## config.mk

```make
export PLATFORM = sky130hd
export DESIGN_NAME = spi_regbank
export DESIGN_NICKNAME = d
export VERILOG_FILES = /design/src/rtl/spi_regbank_pkg.sv /design/src/rtl/spi_regbank_phy.sv /design/src/rtl/spi_regbank_ctrl.sv /design/src/rtl/spi_regbank_regs.sv /design/src/rtl/spi_regbank.sv
export SDC_FILE = /design/constraint.sdc
export NUM_CORES = 1
export LEC_CHECK = 0
export BUFFER_PORTS_ARGS = -buffer_cell sky130_fd_sc_hd__clkbuf_2
export CAP_MARGIN = 10
export CORE_ASPECT_RATIO = 0.5
export CORE_UTILIZATION = 55
export CTS_BUF_LIST = sky130_fd_sc_hd__clkbuf_2
export DETAILED_ROUTE_END_ITERATION = 8
export PLACE_DENSITY = 0.81
export RECOVER_POWER = 25
export SLEW_MARGIN = 20
export SYNTH_ARGS = -nofsm -noshare
export SYNTH_HDL_FRONTEND = slang
export SYNTH_SLANG_ARGS = --single-unit
```

## constraint.sdc

```tcl
create_clock -name clk -period 3.35 [get_ports clk]
set_input_delay 0.1675 -clock clk [delete_from_list [all_inputs] [get_ports clk]]
set_output_delay 0.1675 -clock clk [all_outputs]
set_load 0.05 [all_outputs]
```

## src/rtl/spi_regbank_pkg.sv

```systemverilog
package spi_regbank_pkg;

    localparam int DATA_W    = 8;
    localparam int ADDR_W    = 5;
    localparam int N_FIFO    = 5;
    localparam int SEL_W     = $clog2(N_FIFO);
    localparam int CSR_FIRST = N_FIFO;
    localparam int LAST_AT   = 20;
    localparam int CNT_LAST  = 8;
    localparam int FLAG_A_AT = 11;
    localparam int FLAG_B_AT = 13;
    localparam int REV_AT    = 18;
    localparam int STAT_AT   = 19;

    typedef enum logic [2:0] {
        ACC_RW,
        ACC_CNT,
        ACC_FLAG,
        ACC_CONST,
        ACC_MIRROR
    } acc_e;

    typedef enum logic [2:0] {
        ST_IDLE,
        ST_CMD,
        ST_READ,
        ST_WRITE,
        ST_SKIP
    } st_e;

    function automatic acc_e acc_of(input int a);
        if (a >= CSR_FIRST && a <= CNT_LAST) return ACC_CNT;
        if (a == FLAG_A_AT || a == FLAG_B_AT) return ACC_FLAG;
        if (a == REV_AT) return ACC_CONST;
        if (a == STAT_AT) return ACC_MIRROR;
        return ACC_RW;
    endfunction

    function automatic logic is_port(input logic [ADDR_W-1:0] a);
        return a < ADDR_W'(N_FIFO);
    endfunction

    // Data ports hold their address, registers advance and stop at the top.
    function automatic logic [ADDR_W-1:0] addr_step(input logic [ADDR_W-1:0] a);
        if (is_port(a)) return a;
        if (a >= ADDR_W'(LAST_AT)) return ADDR_W'(LAST_AT);
        return a + ADDR_W'(1);
    endfunction

endpackage

```

## src/rtl/spi_regbank_phy.sv

```systemverilog
module spi_regbank_phy #(
    parameter int DW   = 8,
    parameter int SYNC = 2
) (
    input  logic          clk,
    input  logic          rst_n,
    input  logic          sclk,
    input  logic          cs_n,
    input  logic          mosi,
    output logic          cs_act,
    output logic          byte_done,
    output logic [DW-1:0] rx_byte,
    input  logic          tx_load,
    input  logic [DW-1:0] tx_data,
    output logic          miso
);
    localparam int CNT_W = $clog2(DW);

    logic [SYNC:0]   sclk_p;
    logic [SYNC-1:0] mosi_p;
    logic [SYNC-1:0] cs_p;
    logic            rise, fall, mosi_s;
    logic [CNT_W-1:0] bit_cnt;
    logic [DW-1:0]   rx_sh, tx_sh;
    logic            done_q, miso_q;

    assign rise   = sclk_p[SYNC-1] & ~sclk_p[SYNC];
    assign fall   = ~sclk_p[SYNC-1] & sclk_p[SYNC];
    assign mosi_s = mosi_p[SYNC-1];
    assign cs_act = ~cs_p[SYNC-1];

    always_ff @(posedge clk or negedge rst_n) begin
        if (!rst_n) begin
            sclk_p <= '0;
            mosi_p <= '0;
            cs_p   <= '1;
        end else begin
            sclk_p <= {sclk_p[SYNC-1:0], sclk};
            mosi_p <= {mosi_p[SYNC-2:0], mosi};
            cs_p   <= {cs_p[SYNC-2:0], cs_n};
        end
    end

    always_ff @(posedge clk or negedge rst_n) begin
        if (!rst_n) begin
            bit_cnt <= '0;
            rx_sh   <= '0;
            tx_sh   <= '0;
            done_q  <= 1'b0;
            miso_q  <= 1'b0;
        end else begin
            done_q <= 1'b0;
            if (!cs_act) begin
                bit_cnt <= '0;
                rx_sh   <= '0;
                tx_sh   <= '0;
                miso_q  <= 1'b0;
            end else begin
                if (rise) begin
                    rx_sh   <= {rx_sh[DW-2:0], mosi_s};
                    bit_cnt <= bit_cnt + 1'b1;
                    if (bit_cnt == CNT_W'(DW - 1)) done_q <= 1'b1;
                end
                if (tx_load) begin
                    tx_sh <= tx_data;
                end else if (fall) begin
                    miso_q <= tx_sh[DW-1];
                    tx_sh  <= {tx_sh[DW-2:0], 1'b0};
                end
            end
        end
    end

    assign byte_done = done_q;
    assign rx_byte   = rx_sh;
    assign miso      = miso_q;


    done_needs_select_chk: assert property (@(posedge clk) disable iff (!rst_n)
        rise |=> (done_q -> $past(cs_act)));

endmodule

```

## src/rtl/spi_regbank_ctrl.sv

```systemverilog
module spi_regbank_ctrl
    import spi_regbank_pkg::*;
(
    input  logic              clk,
    input  logic              rst_n,
    input  logic              cs_act,
    input  logic              byte_done,
    input  logic [DATA_W-1:0] rx_byte,
    output logic [ADDR_W-1:0] ptr,
    output logic              wr_en,
    output logic              push,
    output logic              pop,
    output logic              tx_load
);
    st_e               st_q, st_d;
    logic [ADDR_W-1:0] ptr_q, ptr_d;
    logic              pend_q, pend_d;
    logic [ADDR_W-1:0] cmd_addr;
    logic              cmd_wr;

    assign cmd_addr = rx_byte[DATA_W-1 -: ADDR_W];
    assign cmd_wr   = rx_byte[1];

    // State register
    always_ff @(posedge clk or negedge rst_n) begin
        if (!rst_n) begin
            st_q   <= ST_IDLE;
            ptr_q  <= '0;
            pend_q <= 1'b0;
        end else begin
            st_q   <= st_d;
            ptr_q  <= ptr_d;
            pend_q <= pend_d;
        end
    end

    // Next state and address sequencing
    always_comb begin
        st_d   = st_q;
        ptr_d  = ptr_q;
        pend_d = 1'b0;
        if (!cs_act) begin
            st_d = ST_IDLE;
        end else begin
            unique case (st_q)
                ST_IDLE:  st_d = ST_CMD;
                ST_CMD: begin
                    if (byte_done) begin
                        if (cmd_addr > ADDR_W'(LAST_AT)) begin
                            st_d = ST_SKIP;
                        end else if (cmd_wr) begin
                            st_d  = ST_WRITE;
                            ptr_d = cmd_addr;
                        end else begin
                            st_d   = ST_READ;
                            ptr_d  = cmd_addr;
                            pend_d = 1'b1;
                        end
                    end
                end
                ST_READ: begin
                    if (byte_done) begin
                        ptr_d  = addr_step(ptr_q);
                        pend_d = 1'b1;
                    end
                end
                ST_WRITE: begin
                    if (byte_done) ptr_d = addr_step(ptr_q);
                end
                ST_SKIP:  st_d = ST_SKIP;
                default:  st_d = ST_IDLE;
            endcase
        end
    end

    // Outputs
    always_comb begin
        wr_en = 1'b0;
        push  = 1'b0;
        pop   = 1'b0;
        if (cs_act && byte_done) begin
            unique case (st_q)
                ST_WRITE: begin
                    if (is_port(ptr_q)) push = 1'b1;
                    else                wr_en = 1'b1;
                end
                ST_READ: begin
                    if (is_port(ptr_q)) pop = 1'b1;
                end
                default: ;
            endcase
        end
    end

    assign ptr     = ptr_q;
    assign tx_load = pend_q;


    step_up_chk: assert property (@(posedge clk) disable iff (!rst_n)
        (wr_en && ptr_q >= ADDR_W'(CSR_FIRST) && ptr_q < ADDR_W'(LAST_AT))
        |=> ptr_q == $past(ptr_q) + ADDR_W'(1));


    ptr_ceiling_chk: assert property (@(posedge clk) disable iff (!rst_n)
        (st_q == ST_READ || st_q == ST_WRITE) |-> ptr_q <= ADDR_W'(LAST_AT));


    port_hold_chk: assert property (@(posedge clk) disable iff (!rst_n)
        (pop || push) |=> ptr_q == $past(ptr_q));


    push_pulse_chk: assert property (@(posedge clk) disable iff (!rst_n)
        push |=> !push);


    pop_pulse_chk: assert property (@(posedge clk) disable iff (!rst_n)
        pop |=> !pop);

endmodule

```

## src/rtl/spi_regbank_regs.sv

```systemverilog
module spi_regbank_regs
    import spi_regbank_pkg::*;
#(
    parameter logic [DATA_W-1:0] REV_CODE = 8'h2A
) (
    input  logic              clk,
    input  logic              rst_n,
    input  logic              wr_en,
    input  logic [ADDR_W-1:0] wr_addr,
    input  logic [DATA_W-1:0] wr_data,
    input  logic [ADDR_W-1:0] rd_addr,
    output logic [DATA_W-1:0] rd_data,
    input  logic [DATA_W-1:0] evt_a,
    input  logic [DATA_W-1:0] evt_b,
    input  logic [DATA_W-1:0] sta_in
);
    logic [DATA_W-1:0] q [CSR_FIRST:LAST_AT];

    for (genvar a = CSR_FIRST; a <= LAST_AT; a++) begin : g_reg
        if (acc_of(a) == ACC_CONST) begin : g_const
            assign q[a] = REV_CODE;
        end else if (acc_of(a) == ACC_MIRROR) begin : g_mirror
            assign q[a] = sta_in;
        end else if (acc_of(a) == ACC_FLAG) begin : g_flag
            logic              hit;
            logic [DATA_W-1:0] q_r, set_v, clr_v;
            assign hit = wr_en && (wr_addr == ADDR_W'(a));
            if (a == FLAG_A_AT) begin : g_src_a
                assign set_v = evt_a;
            end else begin : g_src_b
                assign set_v = evt_b;
            end
            assign clr_v = hit ? wr_data : '0;
            always_ff @(posedge clk or negedge rst_n) begin
                if (!rst_n) q_r <= '0;
                else        q_r <= (q_r & ~clr_v) | set_v;
            end
            assign q[a] = q_r;
        end else if (acc_of(a) == ACC_CNT) begin : g_cnt
            logic              hit;
            logic [DATA_W-2:0] q_r;
            assign hit = wr_en && (wr_addr == ADDR_W'(a));
            always_ff @(posedge clk or negedge rst_n) begin
                if (!rst_n)   q_r <= '0;
                else if (hit) q_r <= wr_data[DATA_W-2:0];
            end
            assign q[a] = {1'b0, q_r};
        end else begin : g_rw
            logic              hit;
            logic [DATA_W-1:0] q_r;
            assign hit = wr_en && (wr_addr == ADDR_W'(a));
            always_ff @(posedge clk or negedge rst_n) begin
                if (!rst_n)   q_r <= '0;
                else if (hit) q_r <= wr_data;
            end
            assign q[a] = q_r;
        end
    end

    always_comb begin
        rd_data = '0;
        for (int a = CSR_FIRST; a <= LAST_AT; a++) begin
            if (rd_addr == ADDR_W'(a)) rd_data = q[a];
        end
    end


    flag_set_wins_chk: assert property (@(posedge clk) disable iff (!rst_n)
        (evt_a != '0) |=> ((q[FLAG_A_AT] & $past(evt_a)) == $past(evt_a)));


    cnt_msb_zero_chk: assert property (@(posedge clk) disable iff (!rst_n)
        (rd_addr >= ADDR_W'(CSR_FIRST) && rd_addr <= ADDR_W'(CNT_LAST)) |-> !rd_data[DATA_W-1]);


    const_hold_chk: assert property (@(posedge clk) disable iff (!rst_n)
        (wr_en && wr_addr == ADDR_W'(REV_AT)) |=> q[REV_AT] == REV_CODE);

endmodule

```

## src/rtl/spi_regbank.sv

```systemverilog
module spi_regbank
    import spi_regbank_pkg::*;
#(
    parameter logic [DATA_W-1:0] REV_CODE = 8'h2A
) (
    input  logic              clk,
    input  logic              rst_n,
    input  logic              sclk,
    input  logic              cs_n,
    input  logic              mosi,
    output logic              miso,
    output logic [SEL_W-1:0]  fifo_sel,
    output logic              fifo_push,
    output logic [DATA_W-1:0] fifo_wdata,
    output logic              fifo_pop,
    input  logic [DATA_W-1:0] fifo_rdata,
    input  logic [DATA_W-1:0] evt_a,
    input  logic [DATA_W-1:0] evt_b,
    input  logic [DATA_W-1:0] sta_in
);
    logic              cs_act, byte_done, tx_load, wr_en;
    logic [DATA_W-1:0] rx_byte, tx_data, reg_rdata;
    logic [ADDR_W-1:0] ptr;

    spi_regbank_phy #(.DW(DATA_W), .SYNC(2)) u_phy (
        .clk       (clk),
        .rst_n     (rst_n),
        .sclk      (sclk),
        .cs_n      (cs_n),
        .mosi      (mosi),
        .cs_act    (cs_act),
        .byte_done (byte_done),
        .rx_byte   (rx_byte),
        .tx_load   (tx_load),
        .tx_data   (tx_data),
        .miso      (miso)
    );

    spi_regbank_ctrl u_ctrl (
        .clk       (clk),
        .rst_n     (rst_n),
        .cs_act    (cs_act),
        .byte_done (byte_done),
        .rx_byte   (rx_byte),
        .ptr       (ptr),
        .wr_en     (wr_en),
        .push      (fifo_push),
        .pop       (fifo_pop),
        .tx_load   (tx_load)
    );

    spi_regbank_regs #(.REV_CODE(REV_CODE)) u_regs (
        .clk     (clk),
        .rst_n   (rst_n),
        .wr_en   (wr_en),
        .wr_addr (ptr),
        .wr_data (rx_byte),
        .rd_addr (ptr),
        .rd_data (reg_rdata),
        .evt_a   (evt_a),
        .evt_b   (evt_b),
        .sta_in  (sta_in)
    );

    assign tx_data    = is_port(ptr) ? fifo_rdata : reg_rdata;
    assign fifo_sel   = ptr[SEL_W-1:0];
    assign fifo_wdata = rx_byte;

endmodule

```

==> out/metrics.cfg <==
[floorplan]
die_y_um = 84.2
placeableCoreArea_mm2 = 0.0129
ios = 51
row_count = 29
dieArea_mm2 = 0.0140
start_util_pct = 57.6
die_w_um = 166

[outcome]
outcome = finished, violations left
violations = design-rule violations, max-capacitance violations, max-slew violations

[power]
switching_share_pct = 25.2
seqPwrFrac_pct = 61.6
ir_worst_vdd_v = 0.000181
p_sw_w = 0.000728
p_per_area_mw_per_mm2 = 349
p_leak_nw = 3.71
p_int_w = 0.00216
power_w = 0.00289
pwr-share-comb_pct = 3.8
power_frac_clock_pct = 34.5

[finish]
final_cell_count_no_fill = 940
fin_area_mm2 = 0.00828
diodes = 0
area_delta_synth_final_pct = 11.3
final.fill_count = 1021
final_nets = 801
layout-drive-gt1-share_pct = 28.2

[synth]
synth.top_cell.area_share_pct = 48.1
yosys-top-cells-count = dfrtp_1 (143), mux2_2 (92), nand2_1 (81)
synth-edff-count = 0
synth.cell_area_mm2 = 0.00744
synth.net_count = 744
synth_cells = 700
ys_types = 74
synth.avg_cell_area_um2 = 10.6
synth_warnings = 0
synth_ff_type = dfrtp_1
ys_ff_latch = 145
yosysMostFrequentCell = dfrtp_1
synth.yosys.seq_area_share_pct = 48.8
yosys.area.top_type = dfrtp_1
synthArstFlopShare_pct = 100
synthTopCellsByArea = dfrtp_1 (48%), mux2_2 (14%), nand2_1 (4.1%)

[setup_path]
critPathRequiredTime_ps = 4010
path_class = reg -> reg
r2r_setup_slack_ps = 80
start_kind = flip-flop
cp-end-kind = flip-flop
timing.rr.start = u_ctrl.ptr[1]
reg2regPathDepth = 10
worstSetupStartpoint = u_ctrl.ptr[1]
worstPathMaxFanout = 28
arrival_ps = 3930

[global_routing]
gr-usage-met1_pct = 42.2
grt_pass1_wl_um = 31800
grt_max_degree = 84
use_met3_pct = 8.20
use_met2_pct = 44.7
grt-ovfl-total = 0
grt_usage_pct = 29.8
grt_pass1_vias = 5759
top_usage_layer = met2
antenna_found_initial = 0

[min_path]
whs_path_depth = 5
min_from = fifo_rdata[2]
hold_path_class = in -> reg

[sta]
setup_violations = 0
min_period_over_period_pct = 97.6
fin_worst_skew_ps = 28.9
fmax_mhz = 306
slew_viol_final = 83
period_needed_ps = 3270
maxSlewHeadroom_pct = -39.8
rsz0062_at_grt = false
hold_viol_final = 0
tightest_slew_ps = 2100
finalHoldWorstSlack_ps = 28.4
setup_tns_ps = 0

[detailed_routing]
drt_iter0_markers = 743
wl_um = 20500
wl_per_cell_um = 21.8
post-route-drc-count = 4
ant_nets = 0
first_pass_iters = 7
via_per_inst = 6.53
num_vias = 6142

[clock_network]
cts_buffers = 17
clockBufferDepth = 2
cts_root_buffer = clkbuf_2
clock-sinks = 145
clk_latency_ps = 710
clk_pin_slew_ps = 210
htreeDepth = 4
cts_tree = yes

[flow_run]
drv_cap = 1

[place]
port_buffers = 50
globalplace.congestion = 1.00
placed_area_mm2 = 0.00772
place_hpwl_um = 13400
dpl.cell_count = 876

-- sequential cells by signal, summed over array words and instances, names as in the netlist --
register             flops
u_phy.miso               1
u_phy.byte_done          1
u_regs.g.g_flag.q_r     16
u_ctrl.tx_load           1
u_phy.rx_byte            8
u_phy.cs_p               2
u_regs.g.g_rw.q_r       64
u_regs.g.g_cnt.q_r      28
u_phy.mosi_p             2
u_ctrl.ptr               5
u_phy.bit_cnt            3
u_phy.tx_sh              8
u_ctrl.st_q              3
u_phy.sclk_p             3
-- metal layers --
| layer | up-vias | wire, um | part of all wire (%) |
|---|---|---|---|
| met4 | 0 | 554 | 2.7 |
| met5 | - | 0 | 0 |
| met2 | 367 | 9020 | 44 |
| met1 | 3041 | 8780 | 43 |
| met3 | 61 | 2140 | 10 |
| li1 | 2673 | - | - |
-- cells by family (layout without fill, tap and decap cells) --
group / after synthesis / after routing / synth area share (%)
AND/OR/NAND/NOR: 206 / 206 / 15.0
AO/OA/AOI/OAI: 184 / 184 / 16.8
flip-flops: 145 / 145 / 48.8
multiplexers: 92 / 92 / 13.9
buffers and inverters: 65 / 135 / 4.19
adder cells (fa/ha/maj): 7 / 7 / 1.18
XOR/XNOR: 1 / 1 / 0.118
-- worst max-delay path, stage by stage, from the launching register on --
cell and delay (ps):
dfrtp_1 510, inv_1 130, ha_1 250, buf_6 260, nand3b_1 120, a221oi_1 350, o221ai_1 210, a21oi_1 330
o221ai_1 220, a31oi_1 230, dlygate4sd3_1 580
-- timing repair --
item                                    CTS  global route
endpoints found under the hold margin   109             0
gates resized for setup                   0             5
hold buffers                             32             0
buffers inserted                          0             0
endpoints found under the setup margin    0             1
-- worst paths after layout --
check / endpoint
min reg2reg: u_phy.cs_p[1]
max reg2reg: u_phy.tx_sh[0]
max: u_phy.tx_sh[0]
min: u_phy.tx_sh[2]
max in group asynchronous: u_ctrl.ptr[2]
min in group asynchronous: u_regs.g_reg[6].g_cnt.q_r[1]
-- per-stage QoR --
step,setup WS [ps],utilization [%]
after floorplan,590,-
after detailed placement,500,59.8
after global placement,542,59.8
after global routing,29.1,64.1
after CTS,113,64.0
final,80.7,64.1
-- cells in the final DEF, fill, tap and decap left out, types with 12 or more instances in the layout --
cell type	count
clkbuf_2	69
nor2_1	28
nand2_1	81
o21ai_0	34
nand3_1	12
a21o_1	17
a221oi_1	12
dfrtp_1	142
a21oi_1	40
mux2_2	92
dlygate4sd3_1	32
-- area by class of cell --
class                   instances  area (um^2)  share of cell area, %
clock inverters                13          135                   1.63
inverters                      12         45.0                  0.544
multi-input cells             490         3500                   42.3
repair buffers                 91          654                   7.91
clock buffers                  19         95.1                   1.15
flip-flops and latches        145         3630                   43.9
well taps                     170          213                   2.57
-- power by group through the flow --
stage          clock (W)  combinational [W]  sequential, W
2_1_floorplan          0          0.0000245        0.00180
3_3_place_gp           0          0.0000842        0.00181
3_5_place_dp           0          0.0000851        0.00181
4_1_cts          0.00101           0.000113        0.00178
5_1_grt          0.00108           0.000124        0.00178
6_report        0.000997           0.000111        0.00178
(Power assumes the default switching activity.)
